File: config.mk
export PLATFORM = sky130hd
export DESIGN_NAME = pmu_incr_trap_arb
export DESIGN_NICKNAME = d
export VERILOG_FILES = /design/src/rtl/pita_pkg.sv /design/src/rtl/pita_rule_eval.sv /design/src/rtl/pita_first_match.sv /design/src/rtl/pmu_incr_trap_arb.sv
export SDC_FILE = /design/constraint.sdc
export NUM_CORES = 1
export LEC_CHECK = 0
export ABC_AREA = 1
export BUFFER_PORTS_ARGS = -buffer_cell sky130_fd_sc_hd__buf_4
export CAP_MARGIN = 20
export CELL_PAD_IN_SITES_DETAIL_PLACEMENT = 1
export CELL_PAD_IN_SITES_GLOBAL_PLACEMENT = 1
export CORE_UTILIZATION = 26
export CTS_BUF_LIST = sky130_fd_sc_hd__clkbuf_8 sky130_fd_sc_hd__clkbuf_16
export CTS_CLUSTER_SIZE = 16
export DETAILED_ROUTE_END_ITERATION = 10
export PLACE_DENSITY = 0.81
export SLEW_MARGIN = 20
export SYNTH_ARGS = -nofsm -noshare
export SYNTH_HDL_FRONTEND = slang
export SYNTH_SLANG_ARGS = --single-unit
File: constraint.sdc
create_clock -name clk -period 0.8 [get_ports clk]
set_input_delay 0.12 -clock clk [delete_from_list [all_inputs] [get_ports clk]]
set_output_delay 0.12 -clock clk [all_outputs]
set_load 0.01 [all_outputs]
File: src/rtl/pita_pkg.sv
package pita_pkg;

    localparam int NUM_LVL   = 4;
    localparam int LVL_W     = $clog2(NUM_LVL);
    localparam int CLS_W     = 6;
    localparam int NUM_RULES = 11;
    localparam int OC_W      = 3;

    localparam logic [CLS_W-1:0] CLS_SYS   = 6'h03;
    localparam logic [CLS_W-1:0] CLS_HYP32 = 6'h00;

    typedef enum logic [1:0] {
        OC_WRITE = 2'd0,
        OC_UNDEF = 2'd1,
        OC_TRAP  = 2'd2
    } oc_e;

    typedef struct packed {
        oc_e              oc;
        logic [LVL_W-1:0] tgt;
        logic [CLS_W-1:0] cls;
    } dec_t;

    // Rule positions: index order is priority order (0 first).
    localparam int RL_NOFEAT = 0;
    localparam int RL_TOP    = 1;
    localparam int RL_SDDP   = 2;
    localparam int RL_USR64  = 3;
    localparam int RL_USR32  = 4;
    localparam int RL_GRP64  = 5;
    localparam int RL_GRP32  = 6;
    localparam int RL_FGT    = 7;
    localparam int RL_HPM64  = 8;
    localparam int RL_HPM32  = 9;
    localparam int RL_MPM    = 10;

    function automatic dec_t mk(oc_e oc, logic [LVL_W-1:0] tgt, logic [CLS_W-1:0] cls);
        dec_t d;
        d.oc  = oc;
        d.tgt = tgt;
        d.cls = cls;
        return d;
    endfunction

endpackage

File: src/rtl/pita_rule_eval.sv
module pita_rule_eval
    import pita_pkg::*;
#(
    parameter int NR = NUM_RULES
) (
    input  logic [LVL_W-1:0]   cur_lvl,
    input  logic               pm_feat,
    input  logic               narrow_feat,
    input  logic [NUM_LVL-1:0] lvl_impl,
    input  logic [NUM_LVL-1:0] lvl_narrow,
    input  logic               user_en_ext,
    input  logic [2:0]         user_en,
    input  logic               hyp_route_all,
    input  logic               hyp_grp_trap,
    input  logic               hyp_pm_trap,
    input  logic               mon_pm_trap,
    input  logic               host_mode,
    input  logic               fgt_feat,
    input  logic               fgt_mon_en,
    input  logic               fgt_wr_trap,
    input  logic               sdd_undef_prio,
    input  logic               sdd_undef,
    output logic [NR-1:0]      hit,
    output dec_t [NR-1:0]      res
);

    logic [NUM_LVL-1:0] wide;
    logic [NUM_LVL-1:0] thin;
    logic at0, at01, below_top, gate64_off, gate32_off, hyp_route64, hyp_route32;

    for (genvar l = 0; l < NUM_LVL; l++) begin : g_lvl
        assign wide[l] = lvl_impl[l] & ~lvl_narrow[l];
        assign thin[l] = lvl_impl[l] &  lvl_narrow[l];
    end

    assign at0         = (cur_lvl == LVL_W'(0));
    assign at01        = (cur_lvl <= LVL_W'(1));
    assign below_top   = (cur_lvl != LVL_W'(NUM_LVL-1));
    assign gate64_off  = user_en_ext ? (user_en == 3'b000) : (user_en[1:0] == 2'b00);
    assign gate32_off  = (user_en[1:0] == 2'b00);
    assign hyp_route64 = wide[2] & hyp_route_all;
    assign hyp_route32 = thin[2] & hyp_route_all;

    always_comb begin
        hit           = '0;
        hit[RL_NOFEAT] = ~(pm_feat & narrow_feat);
        hit[RL_TOP]    = ~below_top;
        hit[RL_SDDP]   = below_top & wide[3] & mon_pm_trap & sdd_undef_prio;
        hit[RL_USR64]  = at0 & wide[1] & gate64_off;
        hit[RL_USR32]  = at0 & thin[1] & gate32_off;
        hit[RL_GRP64]  = at01 & wide[2] & hyp_grp_trap & ~(at0 & host_mode);
        hit[RL_GRP32]  = at01 & thin[2] & hyp_grp_trap;
        hit[RL_FGT]    = at0 & lvl_impl[2] & wide[1] & ~host_mode & fgt_feat
                       & (~lvl_impl[3] | fgt_mon_en) & fgt_wr_trap;
        hit[RL_HPM64]  = at01 & wide[2] & hyp_pm_trap;
        hit[RL_HPM32]  = at01 & thin[2] & hyp_pm_trap;
        hit[RL_MPM]    = below_top & wide[3] & mon_pm_trap;
    end

    always_comb begin
        for (int i = 0; i < NR; i++) res[i] = mk(OC_TRAP, LVL_W'(2), CLS_SYS);
        res[RL_NOFEAT] = mk(OC_UNDEF, '0, '0);
        res[RL_TOP]    = mk(OC_WRITE, '0, '0);
        res[RL_SDDP]   = mk(OC_UNDEF, '0, '0);
        res[RL_USR64]  = mk(OC_TRAP, hyp_route64 ? LVL_W'(2) : LVL_W'(1), CLS_SYS);
        if (hyp_route64)      res[RL_USR32] = mk(OC_TRAP, LVL_W'(2), CLS_SYS);
        else if (hyp_route32) res[RL_USR32] = mk(OC_TRAP, LVL_W'(2), CLS_HYP32);
        else                  res[RL_USR32] = mk(OC_UNDEF, '0, '0);
        res[RL_MPM]    = sdd_undef ? mk(OC_UNDEF, '0, '0) : mk(OC_TRAP, LVL_W'(3), CLS_SYS);
    end

endmodule

File: src/rtl/pita_first_match.sv
module pita_first_match
    import pita_pkg::*;
#(
    parameter int NR = NUM_RULES
) (
    input  logic [NR-1:0] hit,
    input  dec_t [NR-1:0] res,
    output dec_t          sel
);

    // Chain from the lowest-priority rule upward; stage 0 is the winner.
    dec_t chain [NR+1];

    assign chain[NR] = mk(OC_WRITE, '0, '0);

    for (genvar i = NR - 1; i >= 0; i--) begin : g_stage
        assign chain[i] = hit[i] ? res[i] : chain[i+1];
    end

    assign sel = chain[0];

endmodule

File: src/rtl/pmu_incr_trap_arb.sv
module pmu_incr_trap_arb
    import pita_pkg::*;
(
    input  logic               clk,
    input  logic               rst_n,
    input  logic [LVL_W-1:0]   cur_lvl,
    input  logic               pm_feat,
    input  logic               narrow_feat,
    input  logic [NUM_LVL-1:0] lvl_impl,
    input  logic [NUM_LVL-1:0] lvl_narrow,
    input  logic               user_en_ext,
    input  logic [2:0]         user_en,
    input  logic               hyp_route_all,
    input  logic               hyp_grp_trap,
    input  logic               hyp_pm_trap,
    input  logic               mon_pm_trap,
    input  logic               host_mode,
    input  logic               fgt_feat,
    input  logic               fgt_mon_en,
    input  logic               fgt_wr_trap,
    input  logic               sdd_undef_prio,
    input  logic               sdd_undef,
    output logic [OC_W-1:0]    outc,
    output logic [LVL_W-1:0]   tgt_lvl,
    output logic [CLS_W-1:0]   syn_cls
);

    logic [NUM_RULES-1:0] hit;
    dec_t [NUM_RULES-1:0] res;
    dec_t sel;
    dec_t dec_d, dec_q;

    pita_rule_eval #(.NR(NUM_RULES)) u_eval (
        .cur_lvl        (cur_lvl),
        .pm_feat        (pm_feat),
        .narrow_feat    (narrow_feat),
        .lvl_impl       (lvl_impl),
        .lvl_narrow     (lvl_narrow),
        .user_en_ext    (user_en_ext),
        .user_en        (user_en),
        .hyp_route_all  (hyp_route_all),
        .hyp_grp_trap   (hyp_grp_trap),
        .hyp_pm_trap    (hyp_pm_trap),
        .mon_pm_trap    (mon_pm_trap),
        .host_mode      (host_mode),
        .fgt_feat       (fgt_feat),
        .fgt_mon_en     (fgt_mon_en),
        .fgt_wr_trap    (fgt_wr_trap),
        .sdd_undef_prio (sdd_undef_prio),
        .sdd_undef      (sdd_undef),
        .hit            (hit),
        .res            (res)
    );

    pita_first_match #(.NR(NUM_RULES)) u_pick (
        .hit (hit),
        .res (res),
        .sel (sel)
    );

    always_comb begin
        dec_d = sel;
    end

    always_ff @(posedge clk or negedge rst_n) begin
        if (!rst_n) dec_q <= mk(OC_WRITE, '0, '0);
        else        dec_q <= dec_d;
    end

    assign outc    = {dec_q.oc == OC_TRAP, dec_q.oc == OC_UNDEF, dec_q.oc == OC_WRITE};
    assign tgt_lvl = dec_q.tgt;
    assign syn_cls = dec_q.cls;

    assert_one_outcome_R10: assert property (@(posedge clk) disable iff (!rst_n)
        $countones(outc) == 1);

    assert_quiet_fields_R10: assert property (@(posedge clk) disable iff (!rst_n)
        !outc[2] |-> (tgt_lvl == '0 && syn_cls == '0));

    assert_nofeat_undef_R1: assert property (@(posedge clk) disable iff (!rst_n)
        !(pm_feat && narrow_feat) |=> outc == 3'b010);

    assert_top_write_R2: assert property (@(posedge clk) disable iff (!rst_n)
        (pm_feat && narrow_feat && cur_lvl == LVL_W'(3)) |=> outc == 3'b001);

    assert_sdd_first_R3: assert property (@(posedge clk) disable iff (!rst_n)
        (pm_feat && narrow_feat && cur_lvl != LVL_W'(3) && lvl_impl[3] && !lvl_narrow[3]
         && mon_pm_trap && sdd_undef_prio) |=> outc == 3'b010);

    assert_trap_upward_R6: assert property (@(posedge clk) disable iff (!rst_n)
        outc[2] |-> tgt_lvl > $past(cur_lvl));

    assert_lvl3_needs_mon_R9: assert property (@(posedge clk) disable iff (!rst_n)
        !mon_pm_trap |=> !(outc[2] && tgt_lvl == LVL_W'(3)));

endmodule

Yosys cells after proc, flatten, opt, wreduce, memory -nomap -nowiden --
Index checks and enable logic that the tools add are counted.
Word-level totals: input bits 28, flip-flop bits (word level) 10, output and inout bits 11, word-level logic and storage cells 63
Operators by class: bitwise logic cells 36, $lt $le $gt $ge 1, equality and inequality tests 3, muxes and demuxes 16, reduce and logical (&&, ||, !) cells 4
Operators by type and width (number):
- $mux 10 | 14
- $and 1x1->1 | 29
- $logic_not 2->1 | 3
- $not 1->1 | 6
- $logic_not 3->1 | 1
- $eq 2x1->1 const B | 1
- $eq 2x2->1 const B | 1
- $le 2x1->1 const B | 1
- $mux 2 | 1
- $ne 2x2->1 const B | 1
- $mux 1 | 1
- $or 1x1->1 | 1

Logic depth before layout (Yosys ltp) --
Gate-level depths: netlist of run 1.
depth in word-level cells 15, depth in mapped cells 9

Cells and area by module --
A second synthesis of run 1 with hierarchy kept.
Second synthesis, totals: cell total of the unflattened synthesis 455, area, all modules 2593.7 µm²
By module, submodules not included:
- pita_first_match | cells each 282, sequential area each 0.0 µm², area each 1283.7 µm², times used 1
- pita_rule_eval | cells each 150, sequential area each 0.0 µm², area each 980.9 µm², times used 1
- pmu_incr_trap_arb | cells each 23, sequential area each 250.2 µm², area each 329.1 µm², times used 1

Least setup slack after synthesis of run 1 --
No wires, ideal clock.
kind input to register, from input port user_en[1], to register dec_q, in the netlist tgt_lvl[0], stages on the path 5, slack -0.032 ns, path buffers 0, setup time 0.073 ns, arrival 0.759 ns, path through nor2_1 -> nand2_1 -> nor3_2 -> inv_1 -> a21oi_2
RTL lines:
- start, declared | line pmu_incr_trap_arb.sv:12 | input logic [2:0] user_en,
- end signal, assigned | line pmu_incr_trap_arb.sv:66 | if (!rst_n) dec_q <= mk(OC_WRITE, '0, '0);
- end, declared | line pmu_incr_trap_arb.sv:31 | dec_t dec_d, dec_q;

Worst setup path after layout of run 1 --
from register dec_q[9] in the netlist's numbering, to output port outc[1]
On the way: longest elaborated chain between the ends 1
RTL lines:
- $eq 2x1->1 | line pmu_incr_trap_arb.sv:70 | assign outc = {dec_q.oc == OC_TRAP, dec_q.oc == OC_UNDEF, dec_q.oc == OC_WRITE};
- end, declared | line pmu_incr_trap_arb.sv:23 | output logic [OC_W-1:0] outc,
Every way passes these cells.

==> results of run 1 <==
[layout by cell type, fill, tap and decap left out, types with 2 or more instances in the layout]
cell type	synthesis	final
nand2_1	18	15
clkbuf_8	0	3
inv_2	2	6
a21oi_1	3	3
nand2_2	3	6
nor2_4	2	4
conb_1	1	4
buf_6	0	7
nor2_1	12	8
nand3_1	4	2
dfrtp_1	5	5
nor2_2	2	4
nand3_2	1	3
nand4_1	3	3
inv_1	18	14
buf_4	8	27
[what timing repair did]
action / 4_1_cts / 5_1_grt
hold buffers: 1 / 0
endpoints found under the hold margin: 5 / 0
gates resized for setup: 8 / 21
pin swaps: 0 / 14
endpoints found under the setup margin: 9 / 11
setup buffers: 0 / 0
[report_power, final]
part | internal (W) | switching, W | total (W)
Clock | 0.000328 | 0.000120 | 0.000449
Sequential | 0.000262 | 0.00000546 | 0.000268
Combinational | 0.000166 | 0.000138 | 0.000303
[metal layers]
metal,up-vias,wire (um),track usage
li1,316,-,-
met1,282,463,0.142
met2,27,895,0.322
met3,2,73,0.0231
met4,0,14,0.0857
met5,-,0,0
[sequential cells by signal (all words and copies together) (netlist names)]
name	flops
tgt_lvl	2
dec_q	2
syn_cls	1
[final timing paths]
kind,from,endpoint,cells past startpoint
min in group asynchronous,rst_n,dec_q[9],2
setup / recovery,dec_q[9],outc[1],2
max in group asynchronous,rst_n,dec_q[8],2
hold / removal,sdd_undef_prio,syn_cls[0],4
[through the flow]
stage                util  cell area (sq um)  hold slack (ps)
CTS                 0.480                865              223
floorplan               -                539             -176
global route        0.516                930              249
detailed placement  0.433                781            -78.2
finish              0.516                930              222
global placement    0.433                781            -78.9
[layout make-up]
cell class | instances | area [sq um] | share of cell area
repair buffers | 37 | 327 | 0.351
multi-input cells | 56 | 324 | 0.349
flip-flops and latches | 5 | 125 | 0.135
inverters | 20 | 77.6 | 0.0834
clock buffers | 3 | 41.3 | 0.0444
well taps | 25 | 31.3 | 0.0336
clock inverters | 1 | 3.75 | 0.00404
[Yosys cell counts (all sizes together)]
library cell  number  share of area
dfrtp              5           0.24
nand3              5          0.057
a21oi              4          0.045
nor3               1          0.019
nand4              3          0.036
o21ai              1         0.0095
nand2             21           0.16
buf                8           0.11
nor2              16           0.15
inv               20           0.14
conb               1         0.0071
o21bai             1          0.014
[cells by family after synthesis]
kind of cell,count (synthesis),synth area share
AOI/OAI and AO/OA,6,0.0690
other,1,0.00714
and+or+nand+nor,46,0.429
DFF,5,0.238
buffers and inverters,28,0.257
==> results.py, run 1 <==
metrics = {
    "status": {
        "violations": "setup timing",
        "status": "finished with violations",
    },
    "grt": {
        "grt_pass1_wl_um": 2440,
        "grt_use_total": 0.156,
        "antenna_found_initial": 0,
        "grt_remaining_overflow": 0,
        "grt_max_degree": 6,
        "first_global_vias": 689,
    },
    "finish": {
        "num_antenna_cells": 0,
        "fillers": 251,
        "syn_to_final_growth_pct": 76.9,
        "stdcell_count": 147,
        "drive_above_1_share": 0.541,
        "finalNetCount": 151,
    },
    "placement": {
        "dp.cells": 142,
        "gp_congestion": 0.702,
        "place_ws_ps": -259,
        "port_buffers": 32,
        "dpl.hpwl_um": 1210,
    },
    "critical_path": {
        "critical_path.slowest_cell": "dfrtp_1",
        "worstPathRequired_ps": 680,
        "crit_path_end_kind": "primary output",
        "path_delay_family": "flip-flops",
        "worstPathCellList": "nor2_1, buf_4",
        "cp-start-kind": "flop",
        "path_class": "flop to primary output",
        "path_max_fanout": 3,
        "path_buf_inv": 1,
        "slowest_delay_ps": 380,
        "cp.arrival_ps": 840,
    },
    "floorplanning": {
        "rows": 15,
        "initial_utilization": 0.292,
        "die_h_um": 47.0,
        "die_w_um": 47.0,
        "top_level_ports": 39,
        "core-area_sq_um": 1800,
        "die_area_sq_um": 2200,
    },
    "logic_synthesis": {
        "syn-instance-count": 86,
        "yosysWarnings": 0,
        "synth_area_sq_um": 526,
        "avgSynthCellArea_sq_um": 6.11,
        "ys_seq_elements": 5,
        "seq_area_frac_synth": 0.238,
        "ys_types": 18,
    },
    "power": {
        "finalPower_w": 0.00102,
        "peakVddDrop_mv": 0.508,
        "power.leakage_nw": 0.512,
        "power_density_nw_per_um2": 1100,
    },
    "sta": {
        "rsz0062_at_grt": "true",
        "setup_tns_ps": -626,
        "worst_slack_ps": -160,
        "post-route-min-period_ps": 960,
        "fin_crit_sh": 1.20,
        "hold_violations": 0,
        "setup_viol": 7,
        "fmax_mhz": 1040,
        "slew_violations": 0,
    },
    "clocking": {
        "clk_pin_slew_worst_paths_ps": 30,
        "cts_max_level": 1,
        "clock_sinks": 5,
        "cts_buffers": 3,
        "clockBufferDepth": 2,
        "clock-root-buffer": "clkbuf_8",
        "cts_tree": "yes",
    },
    "route": {
        "ant_nets": 0,
        "drtPass1Iterations": 2,
        "vias": 627,
        "wl_per_cell_um": 9.84,
        "drc": 0,
        "dr.first_iter.drc_count": 3,
        "wl_um": 1450,
        "via_per_inst": 4.27,
    },
    "worst_hold_path": {
        "hold_class": "primary input to flop",
    },
    "job": {
        "maxCapViolCount": 0,
    },
}
(Power assumes the default switching activity.)
==> run 2, diff against run 1 <==
--- a/config.mk
+++ b/config.mk
@@ -10,11 +10,11 @@
 export CAP_MARGIN = 20
 export CELL_PAD_IN_SITES_DETAIL_PLACEMENT = 1
 export CELL_PAD_IN_SITES_GLOBAL_PLACEMENT = 1
-export CORE_UTILIZATION = 26
+export CORE_UTILIZATION = 24
 export CTS_BUF_LIST = sky130_fd_sc_hd__clkbuf_8 sky130_fd_sc_hd__clkbuf_16
 export CTS_CLUSTER_SIZE = 16
 export DETAILED_ROUTE_END_ITERATION = 10
-export PLACE_DENSITY = 0.81
+export PLACE_DENSITY = 0.76
 export SLEW_MARGIN = 20
 export SYNTH_ARGS = -nofsm -noshare
 export SYNTH_HDL_FRONTEND = slang
==> constraint.sdc (replaced) <==
create_clock -name clk -period 1.03 [get_ports clk]
set_input_delay 0.1545 -clock clk [delete_from_list [all_inputs] [get_ports clk]]
set_output_delay 0.1545 -clock clk [all_outputs]
set_load 0.01 [all_outputs]
==> results.py, run 2 (synthesis gave the netlist of run 1 again) <==
metrics = {
    "critical_path": {
        "worstPathRequired_ps": 880,
        "worstPathCellList": "inv_1, nor2_1, buf_4",
        "cp-start-kind": "flop",
        "cp.arrival_ps": 870,
        "path_class": "flop to primary output",
        "slowest_delay_ps": 380,
        "path_max_fanout": 3,
        "critical_path.slowest_cell": "dfrtp_1",
        "crit_path_end_kind": "primary output",
    },
    "route": {
        "via_per_inst": 4.07,
        "ant_nets": 0,
        "dr.first_iter.drc_count": 4,
        "vias": 598,
        "wl_um": 1330,
        "drtPass1Iterations": 3,
        "drc": 0,
        "wl_per_cell_um": 9.05,
    },
    "power": {
        "combPwrFrac": 0.259,
        "power.leakage_nw": 0.489,
        "power.net_switching_w": 0.000183,
        "power_density_nw_per_um2": 904,
        "p_int_w": 0.000561,
        "swShare": 0.246,
        "pwr-share-clk": 0.461,
        "seq_power_share": 0.280,
        "peakVddDrop_mv": 0.412,
    },
    "finish": {
        "num_antenna_cells": 0,
        "final_cell_area_sq_um": 823,
        "fillers": 285,
        "final_cell_mix": "buf_4 (34), inv_1 (19), nand2_1 (18), nor2_1 (11), dfrtp_1 (5)",
        "drive_above_1_share": 0.417,
        "final_common_cell": "buf_4",
        "syn_to_final_growth_pct": 56.7,
        "area.sequential_sq_um": 125,
        "finalNetCount": 149,
        "multi_input_area_sq_um": 279,
    },
    "placement": {
        "place_ws_ps": -124,
        "dpl.hpwl_um": 1210,
        "port_buffers": 32,
        "gp_congestion": 0.698,
        "place_area_sq_um": 766,
    },
    "grt": {
        "grt_max_degree": 6,
        "grt_use_total": 0.128,
        "antenna_found_initial": 0,
        "grt_remaining_overflow": 0,
        "grt_pass1_wl_um": 2350,
        "first_global_vias": 622,
    },
    "sta": {
        "setup_viol": 0,
        "fin_crit_sh": 0.999,
        "rsz0062_at_grt": "true",
        "fmax_mhz": 972,
        "worst_slack_ps": 1.11,
        "hold_violations": 0,
        "post-route-min-period_ps": 1030,
        "slew_violations": 0,
    },
    "floorplanning": {
        "initial_utilization": 0.263,
        "die_area_sq_um": 2380,
        "die_h_um": 48.8,
        "top_level_ports": 39,
        "die_w_um": 48.8,
        "rows": 16,
        "core-area_sq_um": 2000,
    },
    "worst_hold_path": {
        "hold_class": "primary input to flop",
    },
    "clocking": {
        "clk_pin_slew_worst_paths_ps": 30,
        "cts_max_level": 1,
        "cts_tree": "yes",
        "clockBufferDepth": 2,
        "clock_sinks": 5,
        "cts_buffers": 3,
        "clock-root-buffer": "clkbuf_8",
    },
    "job": {
        "maxCapViolCount": 0,
    },
    "status": {
        "status": "complete, no violations",
    },
}
run 2: changes by cell type in the layout (fill, tap and decap cells not counted), sizes merged:
cell | previous run | this run
buf | 36 | 34
run 2: worst paths after layout:
check	end	slack, ps	depth (start not counted)	from
setup / recovery	outc[2]	1	3	dec_q[9]
hold / removal	dec_q[8]	190	3	sdd_undef_prio
max in group asynchronous	dec_q[8]	650	2	rst_n
min in group asynchronous	dec_q[9]	270	2	rst_n
run 2: area by class of cell:
class / count / area share
Tap cell: 27 / 0.0410
Inverter: 20 / 0.0912
Clock inverter: 1 / 0.00456
Clock buffer: 3 / 0.0502
Sequential cell: 5 / 0.152
Multi-Input combinational cell: 56 / 0.339
Timing Repair Buffer: 35 / 0.322
run 2: power by group through the flow:
stage                     Combinational (W)  Sequential (W)  Clock (W)
after floorplan                   0.0000927        0.000209          0
after global placement             0.000185        0.000209          0
after detailed placement           0.000191        0.000210          0
after CTS                          0.000195        0.000208   0.000354
after global routing               0.000215        0.000209   0.000377
final                              0.000193        0.000208   0.000343
run 2: worst max-delay path: cells and delay by family (launching register included):
| kind | cells | cell delay (ps) |
|---|---|---|
| buffers and inverters | 2 | 180 |
| flip-flops | 1 | 380 |
| AND/OR/NAND/NOR | 1 | 90 |
run 2: metrics by stage:
step	TNS (ps)	util	power (W)	hold WS, ps	instances
2_1_floorplan	0	-	0.000302	-141	89
3_3_place_gp	-166	0.383	0.000394	-45.4	142
3_5_place_dp	-444	0.383	0.000401	-43.5	142
4_1_cts	0	0.410	0.000757	193	147
5_1_grt	-95.9	0.411	0.000801	204	147
6_report	0	0.411	0.000744	194	147
run 2: what timing repair did:
| action | CTS | global route |
|---|---|---|
| endpoints found under the setup margin | 0 | 2 |
| endpoints found under the hold margin | 5 | 0 |
| resized for setup | 0 | 1 |
| hold buffers | 1 | 0 |
| setup buffers | 0 | 0 |
run 2: per-layer routing:
metal  global-route usage  vias up  wire, um
met5                    0        -         0
met1                0.123      269       494
met3               0.0280        0        63
li1                     -      310         -
met2                0.245       19       773
met4               0.0735        0         0
==> run 3, diff against run 2 <==
--- a/config.mk
+++ b/config.mk
@@ -5,12 +5,12 @@
 export SDC_FILE = /design/constraint.sdc
 export NUM_CORES = 1
 export LEC_CHECK = 0
-export ABC_AREA = 1
+export ABC_AREA = 0
 export BUFFER_PORTS_ARGS = -buffer_cell sky130_fd_sc_hd__buf_4
 export CAP_MARGIN = 20
 export CELL_PAD_IN_SITES_DETAIL_PLACEMENT = 1
 export CELL_PAD_IN_SITES_GLOBAL_PLACEMENT = 1
-export CORE_UTILIZATION = 24
+export CORE_UTILIZATION = 25
 export CTS_BUF_LIST = sky130_fd_sc_hd__clkbuf_8 sky130_fd_sc_hd__clkbuf_16
 export CTS_CLUSTER_SIZE = 16
 export DETAILED_ROUTE_END_ITERATION = 10
==> results.py, run 3 <==
metrics = {
    "finish": {
        "final_common_cell": "buf_4",
        "drive_above_1_share": 0.588,
        "num_antenna_cells": 0,
        "finalNetCount": 126,
        "stdcell_count": 122,
        "area.sequential_sq_um": 125,
        "fillers": 217,
        "syn_to_final_growth_pct": 86.2,
        "multi_input_area_sq_um": 359,
        "final_cell_mix": "buf_4 (40), dfrtp_1 (5), nand2_1 (4), a21oi_2 (4), conb_1 (4)",
    },
    "critical_path": {
        "worstPathRequired_ps": 1130,
        "path_max_fanout": 2,
        "path_class": "primary input to flop",
        "crit_path_end_kind": "flop",
        "cp-start-kind": "primary input",
        "cp.arrival_ps": 1290,
    },
    "sta": {
        "rsz0062_at_grt": "true",
        "worst_slack_ps": -164,
        "slew_violations": 0,
        "fmax_mhz": 837,
        "fin_crit_sh": 1.16,
        "setup_viol": 5,
        "setup_tns_ps": -709,
        "post-route-min-period_ps": 1190,
        "hold_violations": 0,
    },
    "logic_synthesis": {
        "synth-xor-area-share": 0,
        "ys_types": 29,
        "synthSimpleGateAreaFrac": 0.340,
        "synth_most_common_cell": "buf_4",
        "ys_seq_elements": 5,
        "synth.top_cells.by_area": "dfrtp_1 (26%), buf_4 (12%), a2111oi_4 (5.7%), and3b_1 (5.5%), a21oi_1 (4.2%)",
        "syn-instance-count": 55,
        "yosysWarnings": 0,
        "synth_top_cell_area_share": 0.260,
        "muxShareOfSynthArea": 0,
        "synth_fa_ha_area_frac": 0,
        "ys.flop_type": "dfrtp_1",
        "seq_area_frac_synth": 0.260,
        "synth_area_leader_cell": "dfrtp_1",
        "synthArstFlopShare": 1.00,
        "avgSynthCellArea_sq_um": 8.76,
        "synth_area_sq_um": 482,
        "synth_edf_count": 0,
        "synth_compound_area_frac": 0.260,
        "synth_top_family_by_area": "simple AND/OR/NAND/NOR gates",
        "synthTopCellsByCount": "buf_4 (8), dfrtp_1 (5), nand2_1 (5), a21oi_1 (4)",
    },
    "clocking": {
        "cts_tree": "yes",
        "cts_max_level": 1,
        "clock_sinks": 5,
        "cts_buffers": 3,
        "clk_pin_slew_worst_paths_ps": 30,
        "clock-root-buffer": "clkbuf_8",
        "clockBufferDepth": 2,
    },
    "placement": {
        "dpl.hpwl_um": 1190,
        "port_buffers": 32,
        "gp_congestion": 0.798,
        "dp.cells": 117,
    },
    "floorplanning": {
        "core-area_sq_um": 1760,
        "die_w_um": 45.9,
        "top_level_ports": 39,
        "die_area_sq_um": 2110,
        "die_h_um": 45.9,
        "initial_utilization": 0.273,
        "rows": 15,
    },
    "grt": {
        "grt_remaining_overflow": 0,
        "antenna_found_initial": 0,
        "first_global_vias": 598,
        "grt_use_total": 0.154,
        "grt_max_degree": 8,
        "grt_pass1_wl_um": 2370,
    },
    "route": {
        "dr.first_iter.drc_count": 2,
        "via_per_inst": 4.66,
        "drc": 0,
        "ant_nets": 0,
        "vias": 568,
        "drtPass1Iterations": 2,
        "wl_um": 1420,
        "wl_per_cell_um": 11.7,
    },
    "power": {
        "power.leakage_nw": 0.427,
        "peakVddDrop_mv": 0.300,
        "power_density_nw_per_um2": 872,
    },
    "worst_hold_path": {
        "min_from": "sdd_undef",
        "hold_class": "primary input to flop",
        "hold_end": "dec_q[8]",
        "min_path_cells": 3,
    },
    "status": {
        "violations": "setup timing",
        "status": "finished with violations",
    },
    "job": {
        "maxCapViolCount": 0,
    },
}
-- run 3: cell types whose count changed after synthesis, sizes merged, moves of 2 or more --
cell	before	now
nand4	3	1
inv	20	1
and3b	0	3
nor2b	0	2
nand2	21	5
nand2b	0	3
nor2	16	1
nand3	5	2
a31oi	0	2
-- run 3: power breakdown --
part | internal [W] | total (W) | switching, W
Combinational | 0.000134 | 0.000229 | 0.0000952
Sequential | 0.000203 | 0.000206 | 0.00000311
Clock | 0.000255 | 0.000347 | 0.0000921
Total | 0.000592 | 0.000782 | 0.000190
-- run 3: layout make-up --
type	instances	share of cell area
Multi-Input combinational cell	44	0.400
Clock inverter	1	0.00418
Sequential cell	5	0.139
Timing Repair Buffer	43	0.371
Tap cell	25	0.0349
Inverter	1	0.00418
Clock buffer	3	0.0460
-- run 3: metal layers --
metal / global-route usage / vias to the layer above / share of wire
met5: 0 / - / 0
li1: - / 282 / -
met3: 0.0159 / 2 / 0.052
met1: 0.169 / 258 / 0.39
met4: 0.0529 / 0 / 0.0014
met2: 0.299 / 26 / 0.55
-- run 3: worst max-delay path by stage --
stage / from / endpoint / cells after the start / slack, ps
global placement: cur_lvl[0] / dec_q[8] / 5 / -480
global route: cur_lvl[0] / dec_q[8] / 5 / -250
finish: cur_lvl[0] / tgt_lvl[1] / 6 / -160
floorplan: cur_lvl[0] / dec_q[8] / 4 / -330
CTS: cur_lvl[0] / dec_q[8] / 5 / -170
detailed placement: cur_lvl[0] / dec_q[8] / 5 / -510
-- run 3: kinds of logic after synthesis --
| family | Yosys count |
|---|---|
| AO/OA/AOI/OAI | 15 |
| AND/OR/NAND/NOR | 25 |
| other | 1 |
| flip-flops | 5 |
| buffers and inverters | 9 |
-- run 3: stage by stage --
step	power, W	worst slack (ps)	hold slack, ps	cell area [sq um]	util
2_1_floorplan	0.000291	-333	-141	493	-
3_3_place_gp	0.000411	-484	-42.6	779	0.442
3_5_place_dp	0.000416	-505	-43.3	779	0.442
4_1_cts	0.000788	-169	207	867	0.491
5_1_grt	0.000825	-246	214	897	0.509
6_report	0.000782	-164	209	897	0.509
-- run 3: worst max-delay path, cell delays in order --
cell and delay [ps]:
buf_6 90, or4b_4 540, buf_4 170, nand4bb_4 200
nand2_2 100, a21oi_2 30
-- run 3: repair_timing --
action | in CTS | in global routing
endpoints found under the setup margin | 6 | 7
pin swaps | 4 | 2
endpoints found under the hold margin | 5 | 0
hold buffers | 1 | 0
gates resized for setup | 7 | 5
setup buffers | 0 | 0
